$ cat src/rtl/cwo_pkg.sv
package cwo_pkg;
  localparam int IDX_W = 3;
  localparam int AMP_W = 3;
  typedef logic signed [AMP_W-1:0] amp_t;

  // coarse cosine, amplitude 3
  function automatic amp_t cos_amp(input logic [IDX_W-1:0] k);
    amp_t v;
    case (k)
      3'd0: v = 3'sd3;
      3'd1, 3'd7: v = 3'sd2;
      3'd3, 3'd5: v = -3'sd2;
      3'd4: v = -3'sd3;
      default: v = 3'sd0;
    endcase
    return v;
  endfunction

  // sine is cosine shifted by a quarter turn
  function automatic amp_t sin_amp(input logic [IDX_W-1:0] k);
    return cos_amp(k - IDX_W'(2));
  endfunction
endpackage

$ cat src/rtl/cwo_phase_gen.sv
module cwo_phase_gen #(
  parameter int PHASE_W = 32,
  parameter int IDX_W   = 3
) (
  input  logic               clk_i,
  input  logic               rst_ni,
  input  logic               step_i,
  input  logic [PHASE_W-1:0] fcw_i,
  input  logic [PHASE_W-1:0] trim_i,
  input  logic               trim_load_i,
  output logic [IDX_W-1:0]   idx_o
);
  logic [PHASE_W-1:0] acc_q, trim_q, phase;

  assign phase = acc_q + trim_q;

  always_ff @(posedge clk_i or negedge rst_ni) begin
    if (!rst_ni) begin
      acc_q  <= '0;
      trim_q <= '0;
      idx_o  <= '0;
    end else begin
      if (step_i) begin
        acc_q <= acc_q + fcw_i;
        idx_o <= phase[PHASE_W-1 -: IDX_W];
      end
      if (trim_load_i) trim_q <= trim_i;
    end
  end
endmodule

$ cat src/rtl/cwo_sincos_lut.sv
module cwo_sincos_lut
  import cwo_pkg::*;
(
  input  logic [IDX_W-1:0] idx_i,
  output amp_t             cos_o,
  output amp_t             sin_o
);
  always_comb begin
    cos_o = cos_amp(idx_i);
    sin_o = sin_amp(idx_i);
  end
endmodule

$ cat src/rtl/cwo_scale.sv
module cwo_scale #(
  parameter int IN_W  = 3,
  parameter int AMP_W = 3,
  localparam int OUT_W = IN_W + AMP_W
) (
  input  logic                    clk_i,
  input  logic                    rst_ni,
  input  logic                    en_i,
  input  logic signed [IN_W-1:0]  x_i,
  input  logic signed [AMP_W-1:0] amp_i,
  output logic signed [OUT_W-1:0] y_o
);
  logic signed [OUT_W-1:0] xe, ae, prod;

  always_comb begin
    xe   = OUT_W'(x_i);
    ae   = OUT_W'(amp_i);
    prod = xe * ae;
  end

  always_ff @(posedge clk_i or negedge rst_ni) begin
    if (!rst_ni)   y_o <= '0;
    else if (en_i) y_o <= prod;
  end
endmodule

$ cat src/rtl/cwo_mixer.sv
module cwo_mixer
  import cwo_pkg::*;
#(
  parameter int SAMPLE_W = 3,
  parameter int PHASE_W  = 32,
  localparam int OUT_W   = SAMPLE_W + AMP_W
) (
  input  logic                clk_i,
  input  logic                rst_ni,
  input  logic                valid_i,
  input  logic [SAMPLE_W-1:0] i_i,
  input  logic [SAMPLE_W-1:0] q_i,
  input  logic [PHASE_W-1:0]  fcw_i,
  input  logic [PHASE_W-1:0]  perr_i,
  input  logic                perr_load_i,
  output logic                valid_o,
  output logic [OUT_W-1:0]    i_o,
  output logic [OUT_W-1:0]    q_o
);
  localparam int NCH = 2;

  logic [IDX_W-1:0]    idx;
  amp_t                cos_v, sin_v;
  logic                v1_q;
  logic [SAMPLE_W-1:0] smp_q [NCH];
  logic [SAMPLE_W-1:0] smp_d [NCH];
  amp_t                amp   [NCH];
  logic [OUT_W-1:0]    prod  [NCH];

  cwo_phase_gen #(.PHASE_W(PHASE_W), .IDX_W(IDX_W)) u_phase (
    .clk_i, .rst_ni,
    .step_i     (valid_i),
    .fcw_i,
    .trim_i     (perr_i),
    .trim_load_i(perr_load_i),
    .idx_o      (idx)
  );

  cwo_sincos_lut u_lut (.idx_i(idx), .cos_o(cos_v), .sin_o(sin_v));

  assign smp_d[0] = i_i;
  assign smp_d[1] = q_i;
  assign amp[0]   = cos_v;
  assign amp[1]   = sin_v;

  always_ff @(posedge clk_i or negedge rst_ni) begin
    if (!rst_ni) begin
      v1_q    <= 1'b0;
      valid_o <= 1'b0;
    end else begin
      v1_q    <= valid_i;
      valid_o <= v1_q;
    end
  end

  for (genvar c = 0; c < NCH; c++) begin : g_ch
    always_ff @(posedge clk_i or negedge rst_ni) begin
      if (!rst_ni)      smp_q[c] <= '0;
      else if (valid_i) smp_q[c] <= smp_d[c];
    end

    cwo_scale #(.IN_W(SAMPLE_W), .AMP_W(AMP_W)) u_scale (
      .clk_i, .rst_ni,
      .en_i (v1_q),
      .x_i  (smp_q[c]),
      .amp_i(amp[c]),
      .y_o  (prod[c])
    );
  end

  assign i_o = prod[0];
  assign q_o = prod[1];
endmodule

$ cat config.mk
export PLATFORM = sky130hd
export DESIGN_NAME = cwo_mixer
export DESIGN_NICKNAME = d
export VERILOG_FILES = /design/src/rtl/cwo_pkg.sv /design/src/rtl/cwo_phase_gen.sv /design/src/rtl/cwo_sincos_lut.sv /design/src/rtl/cwo_scale.sv /design/src/rtl/cwo_mixer.sv
export SDC_FILE = /design/constraint.sdc
export NUM_CORES = 1
export LEC_CHECK = 0
export BUFFER_PORTS_ARGS = -buffer_cell sky130_fd_sc_hd__buf_2
export CAP_MARGIN = 20
export CORE_MARGIN = 1
export CORE_UTILIZATION = 53
export DETAILED_ROUTE_END_ITERATION = 10
export MAX_ROUTING_LAYER = met4
export PLACE_DENSITY = 0.86
export SLEW_MARGIN = 20
export SYNTH_ARGS = -nofsm -noshare
export SYNTH_HDL_FRONTEND = slang
export SYNTH_SLANG_ARGS = --single-unit
$ cat constraint.sdc
create_clock -name clk_i -period 3.8 [get_ports clk_i]
set_input_delay 0.57 -clock clk_i [delete_from_list [all_inputs] [get_ports clk_i]]
set_output_delay 0.57 -clock clk_i [all_outputs]
set_load 0.05 [all_outputs]
After elaboration in Yosys (flattened, before gate mapping). Index checks and enable logic that the tools add are counted.

Flip-flop bits (word level): 87. Input port bits: 74. Output and inout port bits: 13.

Add/subtract/negate cells: 3. Multiply operators: 2. Equality and inequality tests: 10. Muxes and demuxes: 2. Reductions and logical operators: 6.

Operator list (number): adder 32 bit (2); case mux 3 bit (4 select lines) (2); equality test 3 bit (second input constant) (6); multiplier 3 x 3 -> 6 bit (2); OR reduction 2 bit (4); equality test 3 x 1 -> 1 bit (second input constant) (2); equality test 3 x 2 -> 1 bit (second input constant) (2); logical NOT 3 bit (2); subtractor 3 x 2 -> 3 bit (second input constant) (1).

Depth between registers and ports, before layout.
Depth in word-level cells: 5. Depth in mapped cells: 12.

By module. From an unflattened synthesis, not the netlist that was laid out.

Cell total of the unflattened synthesis: 600. Area total of the unflattened synthesis: 6261.0 um^2.

By module, submodules not included: cwo_phase_gen (instances 1, cells each 493, area each 5001.0 um^2, sequential area each 1676.6 um^2); cwo_scale (instances 2, cells each 42, area each 455.4 um^2, sequential area each 150.1 um^2); cwo_mixer (instances 1, cells each 15, area each 301.5 um^2, sequential area each 200.2 um^2); cwo_sincos_lut (instances 1, cells each 8, area each 47.5 um^2, sequential area each 0.0 um^2).

Least setup slack after synthesis. Ideal clock, no wire load.

Path type: reg-to-reg. Start: register u_phase.idx_o[1]. End: register g_ch[0].u_scale.y_o[5]. Library setup time: 0.139 ns. Data arrival time: 2.780 ns. Required time: 3.661 ns. Slack: 0.881 ns. Cell stages (with the launch flop): 12. Buffers on the path: 0. Cell sequence: dfrtp_1 -> nor2b_1 -> a21oi_1 -> or2_2 -> fa_1 -> inv_1 -> ha_1 -> ha_1 -> fa_1 -> xnor2_1 -> xnor2_1 -> a21oi_1.

Word-level cells in the longest chain between the ends: 4. Elaborated cells on any way between the ends: 10. Those cells by class: mul: 1; eq/ne: 5; mux: 1; reduce/logical: 3.

RTL lines: start, declared (line cwo_phase_gen.sv:11) `output logic [IDX_W-1:0] idx_o`; start signal, assigned (line cwo_phase_gen.sv:25) `idx_o <= phase[PHASE_W-1 -: IDX_W];`; equality test 3 x 2 -> 1 bit, or another cell as far along (line cwo_pkg.sv:9) `case (k)`; OR reduction 2 bit (line cwo_pkg.sv:9); case mux 3 bit (4 select lines) * (line cwo_pkg.sv:9); multiplier 3 x 3 -> 6 bit * (line cwo_scale.sv:18) `prod = xe * ae;`; end signal, assigned (line cwo_scale.sv:23) `else if (en_i) y_o <= prod;`; end, declared (line cwo_scale.sv:11) `output logic signed [OUT_W-1:0] y_o`.

Mark *: on every way between the ends. The rest lies on a longest branch, timed or not. A chain may end at the register's enable or synchronous reset.

Worst setup path in the final report. Ends and elaborated chain as after synthesis.

==> flow_metrics.env <==
export IMPL_status="finished clean"
export IMPL_drtPass1Iterations=5
export IMPL_cp_required_ns=3.99
export IMPL_syn_instance_count=652
export IMPL_cts_setup_buffers=0
export IMPL_grt_max_degree=66
export IMPL_worstSetupPathType="flip-flop to flip-flop"
export IMPL_portBuffers=86
export IMPL_rows=40
export IMPL_gr_total_overflow=0
export IMPL_setup_viol=0
export IMPL_finalPower_uw=6160
export IMPL_critPathLaunchType="flip-flop"
export IMPL_clock_path_buffers=2
export IMPL_end_kind="flip-flop"
export IMPL_rr_worst_depth=11
export IMPL_r2r_end="g_ch[0].u_scale.y_o[5]"
export IMPL_fill_cells=962
export IMPL_skew_ns=0.00803
export IMPL_ctsResizeCount=0
export IMPL_post_route_drc_count=0
export IMPL_synth_edff_count=0
export IMPL_relSlewSlack=0.396
export IMPL_grt_pass1_wl_um=26800
export IMPL_ys_flop_type="dfrtp_1"
export IMPL_ios=87
export IMPL_critPathArrivalTime_ns=3.42
export IMPL_hold_path_class="input pin to asynchronous set/reset pin"
export IMPL_avgSynthCellArea_um2=9.96
export IMPL_maxCapViolations=0
export IMPL_clock_root_buffer="clkbuf_16"
export IMPL_multi_input_comb_area_um2=4100
export IMPL_final_core_util=0.615
export IMPL_pre_cts_slack_ns=0.592
export IMPL_cts_sinks=87
export IMPL_synthArstFlopShare=1.00
export IMPL_drive_gt1_frac=0.249
export IMPL_worstReg2RegStart="u_phase.idx_o[1]"
export IMPL_final_common_cell="dfrtp_1"
export IMPL_clock_fmax_mhz=309
export IMPL_ant_nets=0
export IMPL_fin_crit_ns=3.23
export IMPL_final_cell_mix="87 x dfrtp_1, 85 x buf_2, 69 x ha_1"
export IMPL_seq_area_um2=2180
export IMPL_htreeDepth=3
export IMPL_vdd_ir_drop_max_mv=0.446
export IMPL_synth_cell_types=66
export IMPL_grtUsageTotal=0.277
export IMPL_drt_initial_drc_count=444
export IMPL_worstPathMaxFanout=7
export IMPL_dieHeight_um=113
export IMPL_cts_hold_buf=0
export IMPL_timing_final_crit_share=0.851
export IMPL_nNetsFinal=879
export IMPL_area_delta_synth_final_pct=13.3
export IMPL_synth_nets=806
export IMPL_syn_cell_area_um2=6490
export IMPL_rsz0062_at_grt="false"
export IMPL_clk_insertion_delay_late_ns=0.34
export IMPL_cts_buffers=9
export IMPL_die_x_um=113
export IMPL_vias_per_cell=6.30
export IMPL_worstSetupStartpoint="u_phase.idx_o[1]"
export IMPL_num_vias=5524
export IMPL_fin_ws_ns=0.566
export IMPL_ys_ff_latch=87
export IMPL_start_util=0.543
export IMPL_place_hpwl_um=12300
export IMPL_reg2reg_slack_ns=0.57
export IMPL_gp_congestion=0.965
export IMPL_diodes=0
export IMPL_place_area_um2=7020
export IMPL_core_area_um2=12000
export IMPL_ys_warnings_count=0
export IMPL_tns_ns=0
export IMPL_clkTransAtPathRegs_ns=0.06
export IMPL_first_global_vias=5454
export IMPL_finalMaxSlewViolations=0
export IMPL_hold_viol_final=0
export IMPL_yosysSeqAreaShare=0.335
export IMPL_antenna_found_initial=0
export IMPL_worst_pin_slew_ns=0.905
export IMPL_drt_total_wl_um=16200
export IMPL_crit_path_end="g_ch[0].u_scale.y_o[5]"
export IMPL_fin_area_um2=7360
export IMPL_leakage_uw=0.00345
export IMPL_dieArea_um2=12700
export IMPL_wl_per_cell_um=18.5
export IMPL_power_density_nw_per_um2=838
export IMPL_cts_tree="done"
[cell type report]
| class | instances | share of cell area |
|---|---|---|
| sequential | 87 | 0.296 |
| inverter | 31 | 0.0158 |
| timing repair buffer | 88 | 0.0609 |
| tap | 147 | 0.0250 |
| multi-input combinational | 508 | 0.557 |
| clock buffer | 12 | 0.0349 |
| clock inverter | 4 | 0.0105 |
[layer usage]
metal | up-vias | track usage | share of wire
met3 | 48 | 0.0279 | 0.053
li1 | 2572 | - | -
met4 | 0 | 0.130 | 0.037
met1 | 2668 | 0.340 | 0.42
met5 | - | - | 0
met2 | 236 | 0.462 | 0.49
[cells in the mapped netlist (2+ instances only)]
| cell | count | area share |
|---|---|---|
| mux2i_1 | 5 | 0.0077 |
| ha_1 | 69 | 0.13 |
| nand2b_1 | 3 | 0.0029 |
| a211o_1 | 3 | 0.0040 |
| o31ai_1 | 5 | 0.0058 |
| fa_1 | 11 | 0.034 |
| and2_1 | 9 | 0.0087 |
| and3_1 | 7 | 0.0067 |
| o21a_1 | 10 | 0.012 |
| nand3_1 | 19 | 0.015 |
| nor2_1 | 30 | 0.017 |
| o21bai_1 | 6 | 0.0069 |
| o221ai_1 | 2 | 0.0027 |
| nor2b_1 | 5 | 0.0048 |
| nand3b_1 | 2 | 0.0023 |
| nor4_1 | 2 | 0.0019 |
| xor2_1 | 7 | 0.0094 |
| nand2_1 | 44 | 0.025 |
| nor3_1 | 10 | 0.0077 |
| o21ai_0 | 26 | 0.020 |
| buf_2 | 6 | 0.0046 |
| a211oi_1 | 10 | 0.012 |
| a221o_1 | 5 | 0.0077 |
| clkbuf_1 | 14 | 0.0081 |
| nand4_1 | 18 | 0.017 |
| or4_1 | 2 | 0.0023 |
| inv_1 | 31 | 0.018 |
| a21o_1 | 25 | 0.029 |
| a21oi_1 | 43 | 0.033 |
| or2_2 | 6 | 0.0058 |
| a31oi_1 | 2 | 0.0019 |
| a221oi_1 | 3 | 0.0040 |
| dfrtp_1 | 87 | 0.34 |
| a2111oi_0 | 3 | 0.0040 |
| xnor2_1 | 18 | 0.024 |
| or3_1 | 3 | 0.0029 |
| mux2_2 | 62 | 0.11 |
| o21ai_1 | 3 | 0.0023 |
| o311ai_0 | 4 | 0.0054 |
| buf_1 | 6 | 0.0035 |
[kinds of logic (layout without fill, tap and decap cells)]
family / count (synthesis) / count (layout) / synth area share
buffers and inverters: 57 / 135 / 0.0341
xor gates and xnor gates: 25 / 25 / 0.0337
adders and majority gates: 80 / 80 / 0.167
DFF: 87 / 87 / 0.335
muxes: 67 / 67 / 0.115
AOI/OAI and AO/OA: 172 / 172 / 0.189
and+or+nand+nor: 164 / 164 / 0.126
[worst min path at each step]
stage | end | startpoint | depth (start not counted)
finish | u_phase.trim_q[8] | rst_ni | 1
global route | u_phase.acc_q[1] | rst_ni | 1
CTS | g_ch[1].u_scale.y_o[3] | rst_ni | 1
detailed placement | u_phase.acc_q[31] | u_phase.acc_q[31] | 1
global placement | u_phase.acc_q[31] | u_phase.acc_q[31] | 1
floorplan | g_ch[0].u_scale.y_o[0] | rst_ni | 0
[where the power goes]
| group | leakage [uW] | internal (uW) | total (uW) | switching, uW |
|---|---|---|---|---|
| sequential | 0.00103 | 1230 | 1540 | 305 |
| combinational | 0.00226 | 1560 | 3640 | 2080 |
| clock | 0.000163 | 615 | 981 | 366 |
[metrics by stage]
stage | hold slack, ns | std cells
global route | 0.388 | 877
global placement | 0.483 | 861
CTS | 0.355 | 877
finish | 0.327 | 877
detailed placement | 0.489 | 861
floorplan | 0.274 | 652
[critical path, stage by stage (launching register included)]
cell	delay [ns]
dfrtp_1	0.43
nor2b_1	0.30
a21oi_1	0.19
or2_2	0.33
fa_1	0.50
inv_1	0.04
ha_1	0.30
ha_1	0.22
fa_1	0.37
xnor2_1	0.17
xnor2_1	0.14
a21oi_1	0.09
[flip-flops by register name (all words and copies together) (netlist names)]
signal / flops
g_ch.u_scale.y_o: 12
smp_q: 6
u_phase.acc_q: 32
u_phase.idx_o: 3
u_phase.trim_q: 32
v1_q: 1
valid_o: 1
No activity file was read; power rests on OpenSTA's default activity.
